$ cat src/rtl/rmw_llsc_pkg.sv
package rmw_llsc_pkg;

   typedef enum logic [2:0] {
      RQ_LOAD    = 3'd0,
      RQ_STORE   = 3'd1,
      RQ_IFETCH  = 3'd2,
      RQ_RMW_RD  = 3'd3,
      RQ_RMW_WR  = 3'd4,
      RQ_LOCK_RD = 3'd5,
      RQ_LOCK_WR = 3'd6,
      RQ_RSVD    = 3'd7
   } req_kind_e;

   typedef enum logic [1:0] {
      CMD_LOAD   = 2'd0,
      CMD_STORE  = 2'd1,
      CMD_IFETCH = 2'd2,
      CMD_ATOMIC = 2'd3
   } cmd_class_e;

   localparam logic [1:0] SC_NONE = 2'b00;
   localparam logic [1:0] SC_PASS = 2'b01;
   localparam logic [1:0] SC_FAIL = 2'b11;

   function automatic logic kind_is_plain(input req_kind_e k);
      return (k == RQ_LOAD) || (k == RQ_STORE) || (k == RQ_IFETCH);
   endfunction

endpackage

$ cat src/rtl/rmw_cmd_map.sv
module rmw_cmd_map
   import rmw_llsc_pkg::*;
(
   input  req_kind_e  kind,
   output cmd_class_e cmd,
   output logic       known
);
   always_comb begin
      known = 1'b1;
      unique case (kind)
         RQ_LOAD:   cmd = CMD_LOAD;
         RQ_STORE:  cmd = CMD_STORE;
         RQ_IFETCH: cmd = CMD_IFETCH;
         RQ_RMW_RD, RQ_RMW_WR, RQ_LOCK_RD, RQ_LOCK_WR: cmd = CMD_ATOMIC;
         default: begin
            cmd   = CMD_LOAD;
            known = 1'b0;
         end
      endcase
   end
endmodule

$ cat src/rtl/rmw_pair_counter.sv
module rmw_pair_counter #(
   parameter int CNT_W = 4
) (
   input  logic             clk,
   input  logic             rst_n,
   input  logic             ev_rmw_rd,
   input  logic             ev_rmw_wr,
   input  logic             ev_plain,
   output logic             clr_pulse,
   output logic             order_err,
   output logic [CNT_W-1:0] rd_cnt,
   output logic [CNT_W-1:0] wr_cnt
);
   localparam logic [CNT_W-1:0] CNT_MAX  = '1;
   localparam logic [CNT_W-1:0] CNT_ZERO = '0;

   generate
      if (CNT_W < 1 || CNT_W > 16) begin : g_bad_cnt_w
         $error("rmw_pair_counter: CNT_W must lie in 1..16");
      end
   endgenerate

   logic             rd_ok, wr_ok, plain_bad;
   logic [CNT_W-1:0] wr_inc;

   assign wr_inc    = wr_cnt + 1'b1;
   assign rd_ok     = (wr_cnt == CNT_ZERO) && (rd_cnt != CNT_MAX);
   assign wr_ok     = (rd_cnt != CNT_ZERO) && (wr_cnt < rd_cnt);
   assign clr_pulse = ev_plain && (rd_cnt != CNT_ZERO) && (wr_cnt == CNT_ZERO);
   assign plain_bad = ev_plain && (wr_cnt != CNT_ZERO);
   assign order_err = (ev_rmw_rd && !rd_ok) || (ev_rmw_wr && !wr_ok) || plain_bad;

   always_ff @(posedge clk) begin
      if (!rst_n) begin
         rd_cnt <= CNT_ZERO;
         wr_cnt <= CNT_ZERO;
      end else if (clr_pulse) begin
         rd_cnt <= CNT_ZERO;
         wr_cnt <= CNT_ZERO;
      end else if (ev_rmw_rd && rd_ok) begin
         rd_cnt <= rd_cnt + 1'b1;
      end else if (ev_rmw_wr && wr_ok) begin
         if (wr_inc == rd_cnt) begin
            rd_cnt <= CNT_ZERO;
            wr_cnt <= CNT_ZERO;
         end else begin
            wr_cnt <= wr_inc;
         end
      end
   end
endmodule

$ cat src/rtl/llsc_reservation.sv
module llsc_reservation #(
   parameter int LINE_W      = 26,
   parameter int CORE_W      = 3,
   parameter int CORE_ID     = 0,
   parameter bit OWNER_CHECK = 1'b1
) (
   input  logic              clk,
   input  logic              rst_n,
   input  logic              set_valid,
   input  logic [LINE_W-1:0] set_line,
   input  logic [CORE_W-1:0] set_core,
   input  logic              chk_valid,
   input  logic [LINE_W-1:0] chk_line,
   output logic              chk_hit,
   output logic              res_valid
);
   localparam logic [CORE_W-1:0] OWN_ID = CORE_W'(CORE_ID);

   generate
      if (CORE_ID < 0 || CORE_ID >= (1 << CORE_W)) begin : g_bad_core
         $error("llsc_reservation: CORE_ID does not fit CORE_W");
      end
   endgenerate

   logic [LINE_W-1:0] res_line;
   logic [CORE_W-1:0] res_core;
   logic              owner_ok;

   generate
      if (OWNER_CHECK) begin : g_owner
         assign owner_ok = (res_core == OWN_ID);
      end else begin : g_no_owner
         assign owner_ok = 1'b1;
      end
   endgenerate

   assign chk_hit = res_valid && owner_ok && (res_line == chk_line);

   always_ff @(posedge clk) begin
      if (!rst_n) begin
         res_valid <= 1'b0;
         res_line  <= '0;
         res_core  <= '0;
      end else if (set_valid) begin
         res_valid <= 1'b1;
         res_line  <= set_line;
         res_core  <= set_core;
      end else if (chk_valid && chk_hit) begin
         res_valid <= 1'b0;
      end
   end
endmodule

$ cat src/rtl/rmw_llsc_guard.sv
module rmw_llsc_guard
   import rmw_llsc_pkg::*;
#(
   parameter int LINE_W      = 26,
   parameter int CORE_W      = 3,
   parameter int CORE_ID     = 0,
   parameter int CNT_W       = 4,
   parameter bit OWNER_CHECK = 1'b1
) (
   input  logic              clk,
   input  logic              rst_n,
   input  logic              req_valid,
   input  logic [2:0]        req_kind,
   input  logic [LINE_W-1:0] req_line,
   input  logic              lrd_cpl_valid,
   input  logic [LINE_W-1:0] lrd_cpl_line,
   input  logic [CORE_W-1:0] lrd_cpl_core,
   input  logic              rmw_cpl_valid,
   input  logic              rmw_cpl_is_wr,
   input  logic [LINE_W-1:0] rmw_cpl_line,
   output logic              issue_valid,
   output logic [1:0]        issue_cmd,
   output logic [LINE_W-1:0] issue_line,
   output logic [1:0]        sc_status,
   output logic              reset_atomics,
   output logic              proto_err,
   output logic              mark_valid,
   output logic [LINE_W-1:0] mark_line
);
   generate
      if (LINE_W < 1) begin : g_bad_line_w
         $error("rmw_llsc_guard: LINE_W must be positive");
      end
      if (CORE_W < 1) begin : g_bad_core_w
         $error("rmw_llsc_guard: CORE_W must be positive");
      end
   endgenerate

   req_kind_e  kind;
   cmd_class_e cmd;
   logic       kind_known, is_plain, is_lock_wr;
   logic       cnt_clr, cnt_err, res_hit, res_held;
   logic       fwd;
   logic [1:0] sc_next;
   logic [CNT_W-1:0] cnt_rd, cnt_wr;

   assign kind       = req_kind_e'(req_kind);
   assign is_plain   = req_valid && kind_is_plain(kind);
   assign is_lock_wr = req_valid && (kind == RQ_LOCK_WR);

   rmw_cmd_map u_map (
      .kind  (kind),
      .cmd   (cmd),
      .known (kind_known)
   );

   rmw_pair_counter #(.CNT_W(CNT_W)) u_cnt (
      .clk       (clk),
      .rst_n     (rst_n),
      .ev_rmw_rd (req_valid && (kind == RQ_RMW_RD)),
      .ev_rmw_wr (req_valid && (kind == RQ_RMW_WR)),
      .ev_plain  (is_plain),
      .clr_pulse (cnt_clr),
      .order_err (cnt_err),
      .rd_cnt    (cnt_rd),
      .wr_cnt    (cnt_wr)
   );

   llsc_reservation #(
      .LINE_W      (LINE_W),
      .CORE_W      (CORE_W),
      .CORE_ID     (CORE_ID),
      .OWNER_CHECK (OWNER_CHECK)
   ) u_res (
      .clk       (clk),
      .rst_n     (rst_n),
      .set_valid (lrd_cpl_valid),
      .set_line  (lrd_cpl_line),
      .set_core  (lrd_cpl_core),
      .chk_valid (is_lock_wr),
      .chk_line  (req_line),
      .chk_hit   (res_hit),
      .res_valid (res_held)
   );

   assign fwd     = req_valid && kind_known && !(is_lock_wr && !res_hit);
   assign sc_next = !is_lock_wr ? SC_NONE : (res_hit ? SC_PASS : SC_FAIL);

   always_ff @(posedge clk) begin
      if (!rst_n) begin
         issue_valid   <= 1'b0;
         issue_cmd     <= '0;
         issue_line    <= '0;
         sc_status     <= SC_NONE;
         reset_atomics <= 1'b0;
         proto_err     <= 1'b0;
      end else begin
         issue_valid   <= fwd;
         issue_cmd     <= fwd ? cmd : 2'b00;
         issue_line    <= fwd ? req_line : '0;
         sc_status     <= sc_next;
         reset_atomics <= cnt_clr;
         proto_err     <= proto_err || cnt_err;
      end
   end

   always_ff @(posedge clk) begin
      if (!rst_n) begin
         mark_valid <= 1'b0;
         mark_line  <= '0;
      end else if (rmw_cpl_valid && !rmw_cpl_is_wr) begin
         mark_valid <= 1'b1;
         mark_line  <= rmw_cpl_line;
      end else if (rmw_cpl_valid && rmw_cpl_is_wr && (rmw_cpl_line == mark_line)) begin
         mark_valid <= 1'b0;
      end
   end
endmodule

$ cat config.mk
export PLATFORM = sky130hd
export DESIGN_NAME = rmw_llsc_guard
export DESIGN_NICKNAME = d
export VERILOG_FILES = /design/src/rtl/rmw_llsc_pkg.sv /design/src/rtl/rmw_cmd_map.sv /design/src/rtl/rmw_pair_counter.sv /design/src/rtl/llsc_reservation.sv /design/src/rtl/rmw_llsc_guard.sv
export SDC_FILE = /design/constraint.sdc
export NUM_CORES = 1
export LEC_CHECK = 0
export BUFFER_PORTS_ARGS = -buffer_cell sky130_fd_sc_hd__buf_2
export CAP_MARGIN = 20
export CORE_UTILIZATION = 40
export CTS_CLUSTER_DIAMETER = 40
export DETAILED_ROUTE_END_ITERATION = 10
export PLACE_DENSITY = 0.78
export SYNTH_ARGS = -nofsm -noshare
export SYNTH_HDL_FRONTEND = slang
export SYNTH_SLANG_ARGS = --single-unit
$ cat constraint.sdc
create_clock -name clk -period 5.3 [get_ports clk]
set_clock_uncertainty 0.05 [all_clocks]
set_input_delay 1.06 -clock clk [delete_from_list [all_inputs] [get_ports clk]]
set_output_delay 1.06 -clock clk [all_outputs]
set_load 0.02 [all_outputs]
==> flow_summary.toml <==
[synthesis]
synth_top_cell_by_area = "dfxtp_1"
ys_seq_area_frac = 0.471
synthArstFlopShare = 0
synth-simple-area-share = 0.173
yosysWarnings = 0
synth_most_common_cell = "dfxtp_1"
synth_top_family_by_area = "simple AND/OR/NAND/NOR gates"
synth_xor_area_frac = 0.122
ys_ff_latch = 98
synth_compound_area_frac = 0.111
netlist_instances = 448
synthFlopType = "dfxtp_1"
mappedNetlistNets = 546
syn_avg_cell_area_um2 = 9.30
synth-adder-area-share = 0.0240
synth_top_area_frac = 0.471
syn_area_mm2 = 0.00417
yosysUniqueCellTypes = 39
synth_edf_count = 0
synth_area_leaders = "dfxtp_1 (47%), xnor2_1 (12%), mux2i_1 (7.0%), nand2_1 (5.4%), a21oi_1 (4.2%)"
synthMuxAreaShare = 0.0697
ys_top_cells_by_count = "dfxtp_1 (98), nand2_1 (60), xnor2_1 (57)"

[route]
drtAntennaViolNets = 0
dr.pass1.iters = 4
vias = 3636
vias_per_cell = 5.00
wl_per_cell_um = 13.8
drtIter0Drc = 143
drt-total-wl_um = 10000
drcViolationCount = 0

[power]
powerDensity_mw_per_mm2 = 276
p_leak_nw = 2.26
ir_drop_v = 0.000152
power_mw = 1.43

[critical_path]
reg2reg_depth = 6
cp-start-kind = "input pin"
worst-path-max-fanout = 18
crit_required_ns = 5.53
r2r_start = "u_res.res_line[23]"
crit_type = "in -> reg"
cp-end-kind = "flop"
r2r_end = "issue_line[24]"
worstPathArrival_ns = 3.10
r2r_slack_ns = 2.89

[timing]
clock.fmax_ghz = 0.348
hold_violations = 0
min_period_ns = 2.87
period_share = 0.542
maxSlewHeadroom = 0.322
finalSetupViolCount = 0
tns_ns = 0
rsz0062_at_grt = "false"
worst_slew_pin_slew_ns = 1.02
drv_slew = 0

[hold_path]
hp-class = "reg -> reg"
hold_depth = 2
min_to = "mark_valid"
timing.hold.worst.start = "mark_valid"

[cts]
cts_tree = "done"
clk_latency_ns = 0.37
post-cts-setup-buffer-count = 0
cts_hold_buf = 0
htree_levels = 3
clkTransAtPathRegs_ns = 0.09
cts_resized = 0
cts_made_buffers = 9
cts-root-buf = "clkbuf_8"
cts_sinks = 98
clockBufferDepth = 2

[floorplan]
rows = 36
dieWidth_um = 104
die_h_um = 104
core_area_mm2 = 0.00995
start_util = 0.418
pin_count = 150
dieArea_mm2 = 0.0108

[place]
hpwl_um = 7490
place_congestion = 0.820
io_buffers = 149

[global_routing]
grt-ovfl-total = 0
grt_usage = 0.187
grt_pass1_vias = 3557
grt_max_degree = 59
grt_pass1_wl_um = 16300
antenna_found_initial = 0

[cells_and_area]
area_growth_pct = 24.8
final_nets = 687
diodes = 0
drive_gt1_frac = 0.296

[run_status]
status = "completed"

[flow_run]
cap_violations = 0
## power breakdown
part / total [mW] / leakage [nW] / internal (mW) / switching (mW)
logic: 0.201 / 1.37 / 0.0930 / 0.108
registers: 0.789 / 0.803 / 0.769 / 0.0205
clock network: 0.444 / 0.0900 / 0.174 / 0.270
## state kept, by name, indices dropped and copies added, names as in the netlist
name,count
issue_line,26
mark_valid,1
u_cnt.rd_cnt,4
issue_valid,1
u_res.res_line,26
u_res.res_core,3
proto_err,1
sc_status,2
u_res.res_valid,1
u_cnt.wr_cnt,4
mark_line,26
issue_cmd,2
reset_atomics,1
## metrics by stage
stage	hold WS (ns)	worst slack, ns	cells	utilization	cell area (um2)
finish	0.435	2.43	727	0.522	5200
global route	0.453	2.30	727	0.522	5200
CTS	0.440	2.03	725	0.519	5170
detailed placement	0.427	1.64	709	0.502	4990
global placement	0.405	1.79	709	0.502	4990
floorplan	0.420	2.91	448	-	4170
## routing by layer
metal / part of all wire / GRT usage
met5: 0 / 0
met4: 0.016 / 0.0694
met3: 0.066 / 0.0551
met2: 0.47 / 0.321
met1: 0.44 / 0.219
## how the worst max path moves through the flow
| stage | from | endpoint | depth (start not counted) |
|---|---|---|---|
| 6_report | req_line[23] | issue_line[24] | 7 |
| 5_1_grt | req_line[13] | issue_line[24] | 7 |
| 4_1_cts | req_line[23] | issue_line[24] | 6 |
| 3_5_place_dp | req_line[23] | issue_line[24] | 6 |
| 3_3_place_gp | req_line[23] | issue_line[23] | 6 |
| 2_1_floorplan | rmw_cpl_line[22] | mark_valid | 5 |
## final cells by class
class | count | area [um2]
Inverter | 8 | 30.0
Fill cell | 944 | 4760
Clock inverter | 7 | 52.6
Sequential cell | 98 | 1960
Clock buffer | 9 | 124
Timing Repair Buffer | 152 | 779
Tap cell | 133 | 166
Multi-Input combinational cell | 320 | 2080
## cell families after synthesis
family | Yosys count
DFF | 98
and+or+nand+nor | 151
adders and majority gates | 8
buffers and inverters | 30
muxes | 29
xor gates and xnor gates | 58
AOI/OAI and AO/OA | 74
## worst max-delay path, cell delays in order
cell,delay [ns]
buf_2,0.11
xnor2_1,0.16
nand4_1,0.12
nor4_1,0.59
nand3_1,0.52
buf_6,0.32
a21boi_0,0.20
## layout by cell type, fill, tap and decap left out, types with 2 or more instances in the layout
| master | instances |
|---|---|
| nor3_1 | 3 |
| nor2_1 | 37 |
| nand4_1 | 13 |
| inv_6 | 2 |
| and2_1 | 4 |
| a21oi_1 | 35 |
| nor2b_1 | 3 |
| nand2b_1 | 3 |
| xnor2_1 | 57 |
| nand4b_1 | 2 |
| clkbuf_8 | 9 |
| a21boi_0 | 16 |
| o21ai_0 | 7 |
| inv_1 | 7 |
| buf_2 | 149 |
| dfxtp_1 | 98 |
| nand3_1 | 13 |
| clkinv_2 | 2 |
| a21boi_1 | 10 |
| mux2i_1 | 29 |
| clkinv_4 | 2 |
| nor3b_1 | 2 |
| nand2_1 | 60 |
| ha_1 | 8 |
| or3_1 | 2 |
| a31oi_1 | 2 |
Note: power is estimated with default switching activity, not from simulation.
